<file path="src/rtl/cfgs_pkg.sv">
package cfgs_pkg;

    typedef enum logic [2:0] {
        PH_IDLE,
        PH_ADDR,
        PH_CMD,
        PH_CNT,
        PH_DATA,
        PH_SKIP
    } phase_e;

    // Reset value of each control byte: enables high, modes/reserved low
    function automatic logic [7:0] rst_byte(input int idx);
        case (idx)
            0:       rst_byte = 8'hB6;
            1:       rst_byte = 8'h3F;
            2:       rst_byte = 8'hE0;
            3:       rst_byte = 8'h7E;
            default: rst_byte = 8'h00;
        endcase
    endfunction

endpackage

</file>
<file path="src/rtl/cfgs_sampler.sv">
module cfgs_sampler #(
    parameter int SYNC_LEN = 2
) (
    input  logic clk,
    input  logic rst_n,
    input  logic scl_i,
    input  logic sda_i,
    output logic sda_lvl_o,
    output logic scl_rise_o,
    output logic scl_fall_o,
    output logic start_o,
    output logic stop_o
);
    logic [SYNC_LEN-1:0] scl_sh_q, scl_sh_d, sda_sh_q, sda_sh_d;
    logic scl_old_q, scl_old_d, sda_old_q, sda_old_d;
    logic scl_now, sda_now;

    always_comb begin
        scl_sh_d  = {scl_sh_q[SYNC_LEN-2:0], scl_i};
        sda_sh_d  = {sda_sh_q[SYNC_LEN-2:0], sda_i};
        scl_now   = scl_sh_q[SYNC_LEN-1];
        sda_now   = sda_sh_q[SYNC_LEN-1];
        scl_old_d = scl_now;
        sda_old_d = sda_now;
    end

    always_ff @(posedge clk or negedge rst_n) begin
        if (!rst_n) begin
            scl_sh_q  <= '1;
            sda_sh_q  <= '1;
            scl_old_q <= 1'b1;
            sda_old_q <= 1'b1;
        end else begin
            scl_sh_q  <= scl_sh_d;
            sda_sh_q  <= sda_sh_d;
            scl_old_q <= scl_old_d;
            sda_old_q <= sda_old_d;
        end
    end

    assign sda_lvl_o  = sda_now;
    assign scl_rise_o = scl_now & ~scl_old_q;
    assign scl_fall_o = ~scl_now & scl_old_q;
    assign start_o    = scl_now & scl_old_q & sda_old_q & ~sda_now;
    assign stop_o     = scl_now & scl_old_q & ~sda_old_q & sda_now;

    // a start and a stop are never flagged in the same cycle
    start_stop_excl_chk: assert property (@(posedge clk) disable iff (!rst_n)
        !(start_o && stop_o));

endmodule

</file>
<file path="src/rtl/cfgs_proto.sv">
module cfgs_proto
    import cfgs_pkg::*;
#(
    parameter logic [7:0] ADDR_BYTE = 8'hD2,
    parameter int         NREG      = 6,
    parameter int         MAX_COUNT = 32
) (
    input  logic                      clk,
    input  logic                      rst_n,
    input  logic                      sda_lvl_i,
    input  logic                      scl_rise_i,
    input  logic                      scl_fall_i,
    input  logic                      start_i,
    input  logic                      stop_i,
    output logic                      sda_pull_o,
    output logic                      wr_en_o,
    output logic [$clog2(NREG)-1:0]   wr_idx_o,
    output logic [7:0]                wr_data_o
);
    localparam int CNT_W  = $clog2(MAX_COUNT + 1);
    localparam int RIDX_W = $clog2(NREG);
    localparam logic [CNT_W-1:0] NREG_L = CNT_W'(NREG);
    localparam logic [7:0]       MAXC_L = 8'(MAX_COUNT);

    typedef struct packed {
        phase_e           ph;
        logic [3:0]       bits;
        logic             ackph;
        logic             pull;
        logic [7:0]       sh;
        logic [CNT_W-1:0] rem;
        logic [CNT_W-1:0] idx;
    } eng_t;

    eng_t q, d;
    logic wr_en;

    always_comb begin
        d     = q;
        wr_en = 1'b0;
        if (stop_i) begin
            d.ph    = PH_IDLE;
            d.bits  = '0;
            d.ackph = 1'b0;
            d.pull  = 1'b0;
        end else if (start_i) begin
            d.ph    = PH_ADDR;
            d.bits  = '0;
            d.ackph = 1'b0;
            d.pull  = 1'b0;
            d.rem   = '0;
            d.idx   = '0;
        end else if (q.ph != PH_IDLE && q.ph != PH_SKIP) begin
            if (scl_rise_i && !q.ackph && q.bits < 4'd8) begin
                d.sh   = {q.sh[6:0], sda_lvl_i};
                d.bits = q.bits + 4'd1;
            end
            if (scl_fall_i) begin
                if (q.ackph) begin
                    d.ackph = 1'b0;
                    d.pull  = 1'b0;
                    d.bits  = '0;
                end else if (q.bits == 4'd8) begin
                    d.ackph = 1'b1;
                    case (q.ph)
                        PH_ADDR: begin
                            if (q.sh == ADDR_BYTE) begin
                                d.pull = 1'b1;
                                d.ph   = PH_CMD;
                            end else begin
                                d.ph = PH_SKIP;
                            end
                        end
                        PH_CMD: begin
                            d.pull = 1'b1;
                            d.ph   = PH_CNT;
                        end
                        PH_CNT: begin
                            if (q.sh != 8'd0 && q.sh <= MAXC_L) begin
                                d.pull = 1'b1;
                                d.rem  = q.sh[CNT_W-1:0];
                                d.idx  = '0;
                                d.ph   = PH_DATA;
                            end else begin
                                d.ph = PH_SKIP;
                            end
                        end
                        PH_DATA: begin
                            if (q.rem != '0) begin
                                d.pull = 1'b1;
                                d.rem  = q.rem - 1'b1;
                                d.idx  = q.idx + 1'b1;
                                wr_en  = (q.idx < NREG_L);
                            end else begin
                                d.ph = PH_SKIP;
                            end
                        end
                        default: d.ph = PH_SKIP;
                    endcase
                end
            end
        end
    end

    always_ff @(posedge clk or negedge rst_n) begin
        if (!rst_n) begin
            q <= '{ph: PH_IDLE, bits: '0, ackph: 1'b0, pull: 1'b0,
                   sh: '0, rem: '0, idx: '0};
        end else begin
            q <= d;
        end
    end

    assign sda_pull_o = q.pull;
    assign wr_en_o    = wr_en;
    assign wr_idx_o   = q.idx[RIDX_W-1:0];
    assign wr_data_o  = q.sh;


    skip_silent_chk: assert property (@(posedge clk) disable iff (!rst_n)
        (q.ph == PH_SKIP) |-> !q.pull);

    pull_on_fall_chk: assert property (@(posedge clk) disable iff (!rst_n)
        $rose(q.pull) |-> $past(scl_fall_i));

    stop_idle_chk: assert property (@(posedge clk) disable iff (!rst_n)
        stop_i |=> (q.ph == PH_IDLE && !q.pull));

    rem_bound_chk: assert property (@(posedge clk) disable iff (!rst_n)
        (q.ph == PH_DATA) |-> (q.rem <= CNT_W'(MAX_COUNT)));

    bit_bound_chk: assert property (@(posedge clk) disable iff (!rst_n)
        q.bits <= 4'd8);

endmodule

</file>
<file path="src/rtl/cfgs_regbank.sv">
module cfgs_regbank
    import cfgs_pkg::*;
#(
    parameter int NREG = 6
) (
    input  logic                    clk,
    input  logic                    rst_n,
    input  logic                    wr_en_i,
    input  logic [$clog2(NREG)-1:0] wr_idx_i,
    input  logic [7:0]              wr_data_i,
    output logic [NREG*8-1:0]       image_o
);
    localparam int RIDX_W = $clog2(NREG);

    for (genvar g = 0; g < NREG; g++) begin : g_byte
        logic [7:0] b_q, b_d;

        always_comb begin
            b_d = b_q;
            if (wr_en_i && wr_idx_i == RIDX_W'(g)) b_d = wr_data_i;
        end

        always_ff @(posedge clk or negedge rst_n) begin
            if (!rst_n) b_q <= rst_byte(g);
            else        b_q <= b_d;
        end

        assign image_o[g*8 +: 8] = b_q;
    end


    wr_in_range_chk: assert property (@(posedge clk) disable iff (!rst_n)
        wr_en_i |-> (wr_idx_i < RIDX_W'(NREG)));

endmodule

</file>
<file path="src/rtl/cfgs_top.sv">
module cfgs_top #(
    parameter logic [7:0] ADDR_BYTE = 8'hD2,
    parameter int         NREG      = 6,
    parameter int         MAX_COUNT = 32,
    parameter int         SYNC_LEN  = 2
) (
    input  logic              clk,
    input  logic              rst_n,
    input  logic              scl_i,
    input  logic              sda_i,
    output logic              sda_pull_o,
    output logic [NREG*8-1:0] cfg_image_o,
    output logic              spread_en_o,
    output logic              mem_fast_o,
    output logic              vclk_fast_o,
    output logic [1:0]        ssoc_mode_o
);
    localparam int RIDX_W = $clog2(NREG);

    logic sda_lvl, scl_rise, scl_fall, start_ev, stop_ev;
    logic wr_en;
    logic [RIDX_W-1:0] wr_idx;
    logic [7:0] wr_data;

    cfgs_sampler #(.SYNC_LEN(SYNC_LEN)) u_samp (
        .clk(clk), .rst_n(rst_n), .scl_i(scl_i), .sda_i(sda_i),
        .sda_lvl_o(sda_lvl), .scl_rise_o(scl_rise), .scl_fall_o(scl_fall),
        .start_o(start_ev), .stop_o(stop_ev)
    );

    cfgs_proto #(.ADDR_BYTE(ADDR_BYTE), .NREG(NREG), .MAX_COUNT(MAX_COUNT)) u_proto (
        .clk(clk), .rst_n(rst_n), .sda_lvl_i(sda_lvl),
        .scl_rise_i(scl_rise), .scl_fall_i(scl_fall),
        .start_i(start_ev), .stop_i(stop_ev),
        .sda_pull_o(sda_pull_o), .wr_en_o(wr_en),
        .wr_idx_o(wr_idx), .wr_data_o(wr_data)
    );

    cfgs_regbank #(.NREG(NREG)) u_regs (
        .clk(clk), .rst_n(rst_n), .wr_en_i(wr_en),
        .wr_idx_i(wr_idx), .wr_data_i(wr_data), .image_o(cfg_image_o)
    );

    assign spread_en_o = cfg_image_o[0*8 + 3];
    assign mem_fast_o  = cfg_image_o[3*8 + 0];
    assign vclk_fast_o = cfg_image_o[4*8 + 7];
    assign ssoc_mode_o = cfg_image_o[5*8 + 5 +: 2];


    image_hold_chk: assert property (@(posedge clk) disable iff (!rst_n)
        !$past(wr_en) |-> $stable(cfg_image_o));

endmodule

</file>
<file path="config.mk">
export PLATFORM = sky130hd
export DESIGN_NAME = cfgs_top
export DESIGN_NICKNAME = d
export VERILOG_FILES = /design/src/rtl/cfgs_pkg.sv /design/src/rtl/cfgs_sampler.sv /design/src/rtl/cfgs_proto.sv /design/src/rtl/cfgs_regbank.sv /design/src/rtl/cfgs_top.sv
export SDC_FILE = /design/constraint.sdc
export NUM_CORES = 1
export LEC_CHECK = 0
export CAP_MARGIN = 20
export CORE_ASPECT_RATIO = 0.8
export CORE_MARGIN = 2
export CORE_UTILIZATION = 54
export DETAILED_ROUTE_END_ITERATION = 8
export MAX_ROUTING_LAYER = met4
export PLACE_DENSITY = 0.91
export SETUP_SLACK_MARGIN = 0.2
export SYNTH_ARGS = -nofsm -noshare
export SYNTH_HDL_FRONTEND = slang
export SYNTH_SLANG_ARGS = --single-unit
</file>
<file path="constraint.sdc">
create_clock -name clk -period 2.3 [get_ports clk]
set_input_delay 0.345 -clock clk [delete_from_list [all_inputs] [get_ports clk]]
set_output_delay 0.345 -clock clk [all_outputs]
set_load 0.005 [all_outputs]
</file>
* After elaboration in Yosys (flattened, before gate mapping)
Index checks and enable logic that the tools add are counted.
Cells by class: shifts and indexed selects 0, $add $sub $neg 3, equal/unequal tests 20, multipliers 0, muxes and demuxes 34, reductions and logical operators 29, div/mod/pow operators 0, bitwise gates (word level) 13, $lt $le $gt $ge 3
Operator list (count):
- $mux W12 | 6
- $mux W29 | 1
- $mux W9 | 3
- $pmux W12 S2 | 1
- $ne A5 B3 Y1 const B | 3
- $reduce_bool A3 Y1 | 5
- $eq A3 B2 Y1 const B | 4
- $mux W1 | 12
- $mux W3 | 4
- $pmux W3 S4 | 1
- $logic_and A1 B1 Y1 | 10
- $eq A3 B3 Y1 const B | 3
- $eq A8 B8 Y1 const B | 1
- $le A8 B6 Y1 const B | 1
- $mux W4 | 2
- $mux W8 | 1
- $reduce_and A8 Y1 | 1
- $reduce_bool A8 Y1 | 1
- $and A1 B1 Y1 | 7
- $reduce_and A7 Y1 | 1
- $reduce_bool A7 Y1 | 1
- $add A6 B1 Y6 const B | 1
- $eq A3 B1 Y1 const B | 2
- $lt A6 B3 Y1 const B | 1
- 19 further kinds | 29
Storage, ports and cells: bits of input ports 4, memories 0, logic and storage cells 119, bits in read-only memories 0, register bits 83, output and inout port bits 54, latch bits 0, memory bits (writable) 0

* Longest topological paths before layout
Gate-level depths: netlist (run 1).
word-level depth 10, mapped depth 9, gate-level depth less buffers 8

* Modules after synthesis
Synthesis (run 1) repeated with hierarchy kept, for this count alone.
Second synthesis, totals: cell total of the unflattened synthesis 311, area total of the unflattened synthesis 3841.2 µm²
Modules (own cells, without submodules):
- cfgs_regbank | times used 1, area an instance 1858.0 µm², cells an instance 106
- cfgs_proto | times used 1, area an instance 1755.4 µm², cells an instance 190
- cfgs_sampler | times used 1, area an instance 190.2 µm², cells an instance 10
- cfgs_top | times used 1, area an instance 37.5 µm², cells an instance 5

* Worst setup path before layout (run 1)
No wires, ideal clock.
path kind register to register, from register u_proto.q[22] in the netlist's numbering, to register u_regs.g_byte[0].b_q[0], clock period less this slack 1963 ps, cell stages (with the launch flop) 10, path slack 337 ps, arrival time 1839 ps, data required time 2175 ps, cells stage by stage dfrtp_1 -> inv_1 -> ha_1 -> nand3b_1 -> nor3_2 -> nand3_2 -> nor2_1 -> and2_1 -> buf_4 -> mux2_2
On the way: word-level cells in the longest chain between the ends 8
RTL lines:
- start: declaration | RTL line cfgs_proto.sv:35 | eng_t q, d;
- start signal: assignment | RTL line cfgs_proto.sv:107 | q <= '{ph: PH_IDLE, bits: '0, ackph: 1'b0, pull: 1'b0,
- $eq A4 B4 Y1 | RTL line cfgs_proto.sv:63 | end else if (q.bits == 4'd8) begin
- $mux W1 | RTL line cfgs_proto.sv:63
- $mux W1 | RTL line cfgs_proto.sv:59 | if (q.ackph) begin
- $mux W1 | RTL line cfgs_proto.sv:58 | if (scl_fall_i) begin
- $mux W1 | RTL line cfgs_proto.sv:53 | end else if (q.ph != PH_IDLE && q.ph != PH_SKIP) begin
- $mux W1 | RTL line cfgs_proto.sv:46 | end else if (start_i) begin
- $mux W1 | RTL line cfgs_proto.sv:41 | if (stop_i) begin
- $logic_and A1 B1 Y1 | RTL line cfgs_regbank.sv:20 | if (wr_en_i && wr_idx_i == RIDX_W'(g)) b_d = wr_data_i;
- end signal: assignment | RTL line cfgs_regbank.sv:24 | if (!rst_n) b_q <= rst_byte(g);
- end: declaration | RTL line cfgs_regbank.sv:16 | logic [7:0] b_q, b_d;
Every way passes these cells. A chain may end at the register's enable or synchronous reset.

* Worst setup path after layout (run 1)
from register u_proto.q[7] in the netlist's numbering, to register u_regs.g_byte[5].b_q[4]
On the way: word-level cells in the longest chain between the ends 10
RTL lines:
- $reduce_bool A6 Y1 | RTL line cfgs_proto.sv:89 | if (q.rem != '0) begin
- $mux W1 | RTL line cfgs_proto.sv:89
- $mux W1 | RTL line cfgs_proto.sv:65 | case (q.ph)
- $mux W1 | RTL line cfgs_proto.sv:63
- $mux W1 | RTL line cfgs_proto.sv:59
- $mux W1 | RTL line cfgs_proto.sv:58
- $mux W1 | RTL line cfgs_proto.sv:53
- $mux W1 | RTL line cfgs_proto.sv:46
- $mux W1 | RTL line cfgs_proto.sv:41
- $logic_and A1 B1 Y1 | RTL line cfgs_regbank.sv:20
- end signal: assignment | RTL line cfgs_regbank.sv:24
- end: declaration | RTL line cfgs_regbank.sv:16
Every way passes these cells.

==> metrics.md, run 1 <==
| Metric | Value |
|---|---|
| Yosys Warn Count | 0 |
| Top cells by area, synth | dfrtp_1 (36%), dfstp_2 (17%), mux2_2 (11%), mux2_4 (6.1%), ha_1 (2.9%) |
| Total grt overflow | 0 |
| RSZ-0062 raised after global routing | true |
| Area added between synthesis and finish | 25.1% |
| TritonCTS Buffers | 9 |
| Req. time, crit path | around 2.6 ns |
| Arrival time at the worst endpoint | 2.34 ns |
| Synth Cell Area | approximately 0.004 mm2 |
| CP bufs+invs | 2 |
| Die height | 80.4 um |
| Final GP Congestion | 0.946 |
| Max IR drop VDD | 421 uV |
| Drt via density | 6.02 |
| Synth top area share | 36.2% |
| DR pass1 iterations | 5 |
| Root Buffer | clkbuf_8 |
| Async S/R FF share, synth | 100% |
| CP Max Fanout | 8 |
| Max cap viols | 0 |
| Clock transition at the registers of the reported paths | 0.09 ns |
| H-Tree Depth | 3 |
| Finished Core Util | 70.7% |
| Die width | 99.4 um |
| Critical Path End Type | flip-flop |
| Critical Path Max Stage Delay | ~0.41 ns |
| Num ports | 58 |
| Yosys cell types | 53 |
| Sink Count | 83 |
| Placement Setup Slack | 0.125 ns |
| Crit start category | flip-flop |
| Site row count | 27 |
| Wire length of the first global-routing pass | 15400 um |
| Syn_nets | 339 |
| Vias in the first global route | 2834 |
| WL per Instance | 20.1 um |
| Worst slew pin tran | 0.525 ns |
| Post-synth EDFFs | 0 |
| Maximum number of pins on one net before global-route repair | 52 |
| Core area | between 0.006 and 0.007 mm2 |
| HP Class | reg2reg |
| Diodes inserted | 0 |
| Slew HR | 65.0% |
| Final Cycle Share | 90.8% |
| Top-count cell post-synth | dfrtp_1 |
| CP max stage cell | dfrtp_1 |
| Die area | 0.00799 mm2 |
| Setup ws final | 0.212 ns |
| Syn_area_per_cell | 12.1 um2 |
| Routed Antenna Nets | 0 |
| Max-slew violations | 0 |
| Fmax | 479 MHz |
| FF+latch count, synth | 83 |
| CP cell instances | inv_1 -> ha_1 -> nor2b_1 -> nand2_2 -> nand3_2 -> buf_6 -> nor3_4 -> nand2_4 -> mux2_4 |
| Fin crit period | 2.09 ns |
| Drc violations | 0 |
| CP Class | reg2reg |
| Initial antenna violation count | 0 |
| Cell Pwr Density | 690 mW/mm2 |
| Final hold violation count | 0 |
| Routed WL | 9730 um |
| Power, Total | 3.40 mW |
| Post-Syn Instances | 326 |
| Dpl hpwl | between 6000 and 7000 um |
| Clk buf depth | 2 |
| Crit-path leading delay family | simple AND/OR/NAND/NOR gates |
| Largest area contributor in the netlist | dfrtp_1 |
| Iter 0 DRT Violations | 262 |
| Vias post-DR | 2914 |
| Most frequent cells after synthesis | dfrtp_1 (57), mux2_2 (40), dfstp_2 (26), a21oi_1 (19), nor2_1 (19) |
| Initial Util | 56.5% |
| Setup TNS | 0 ns |
| Register area share after synthesis | 53.6% |
| Leak | 2.20 nW |
| Layout Nets | 405 |
| Setup violators final | 0 |
| Main synth FF type | dfrtp_1 |
| Hold_ws | around 0.35 ns |
| TritonCTS clock tree | yes |
| I/O Buffers | 57 |
| Clk_skew | 0.0121 ns |
| Worst skew pair latency | approximately 0.37 ns |
| Layout cells sized above 1 | 35.0% |
| Status | finished, final reports clean |
| Total global-route track usage | 26.2% |
==> worst paths after layout <==
kind                                         start                 endpoint  slack [ns]  cells past startpoint
worst max-delay path                  u_proto.q[7]  u_regs.g_byte[5].b_q[4]        0.21                      9
worst min-delay path            u_samp.scl_sh_q[0]       u_samp.scl_sh_q[1]        0.35                      0
worst max register to register        u_proto.q[7]  u_regs.g_byte[5].b_q[4]        0.21                      9
worst min register to register  u_samp.scl_sh_q[0]       u_samp.scl_sh_q[1]        0.35                      0
max in group asynchronous                    rst_n       u_samp.sda_sh_q[1]        1.15                      3
min in group asynchronous                    rst_n            u_proto.q[25]        0.44                      2
==> registers in the layout, summed over array words and instances, names as in the netlist <==
signal,flops
u_samp.sda_old_q,1
u_proto.sda_pull_o,1
u_samp.sda_sh_q,2
u_samp.scl_sh_q,2
u_proto.wr_data_o,8
u_proto.wr_idx_o,3
u_proto.q,17
u_regs.g_byte.b_q,48
u_samp.scl_old_q,1
==> power by group <==
part	internal [mW]	switching, mW
registers	1.55	0.194
logic	0.178	0.243
clock network	0.630	0.595
total	2.36	1.03
==> through the flow <==
stage | area [um2] | cells
2_1_floorplan | 3940 | 326
3_3_place_gp | 4610 | 461
3_5_place_dp | 4610 | 461
4_1_cts | 4870 | 480
5_1_grt | 4920 | 484
6_report | 4920 | 484
==> cells in the final DEF, fill, tap and decap left out, drive strengths merged, types with 14 or more instances in the layout <==
master         instances
a21oi                 19
buf                   21
clkdlybuf4s50         56
dfrtp                 57
dfstp                 26
inv                   17
mux2                  56
nand2                 15
nand3                 14
nor2                  20
==> area by class of cell <==
class                           instances  area [um2]
Inverter                               13        48.8
Clock inverter                          7         105
Fill cell                             474        2040
Sequential cell                        83        2110
Tap cell                               87         109
Clock buffer                            9         124
Multi-Input combinational cell        207        1680
Timing Repair Buffer                   78         744
==> logic make-up (layout without fill, tap and decap cells) <==
group	after synthesis	after routing	synth area share (%)
simple gates	86	86	12.5
flops	83	83	53.6
mux	57	57	17.8
compound gates	53	53	8.36
buf+inv	36	107	4.39
fa+ha+maj	9	9	2.86
xor+xnor	2	2	0.445
==> routing by layer <==
metal / global-route usage, % / routed length [um]
met4: 8.63 / 250
met5: - / 0
met3: 6.88 / 612
met1: 33.6 / 4060
met2: 41.2 / 4800
==> repair_timing <==
item	4_1_cts	5_1_grt
resized for setup	6	8
gates cloned	0	0
pin swaps	1	1
setup buffers	2	4
setup endpoints to repair	42	53
hold buffers	1	0
hold endpoints to repair	29	0
Note: power is estimated with default switching activity, not from simulation.
==> run 2: changes to the inputs <==
Settings changed: CTS_CLUSTER_SIZE set to 16.
==> results of run 2 <==
Same layout as run 1: the final DEF is identical, and so are final timing and power.
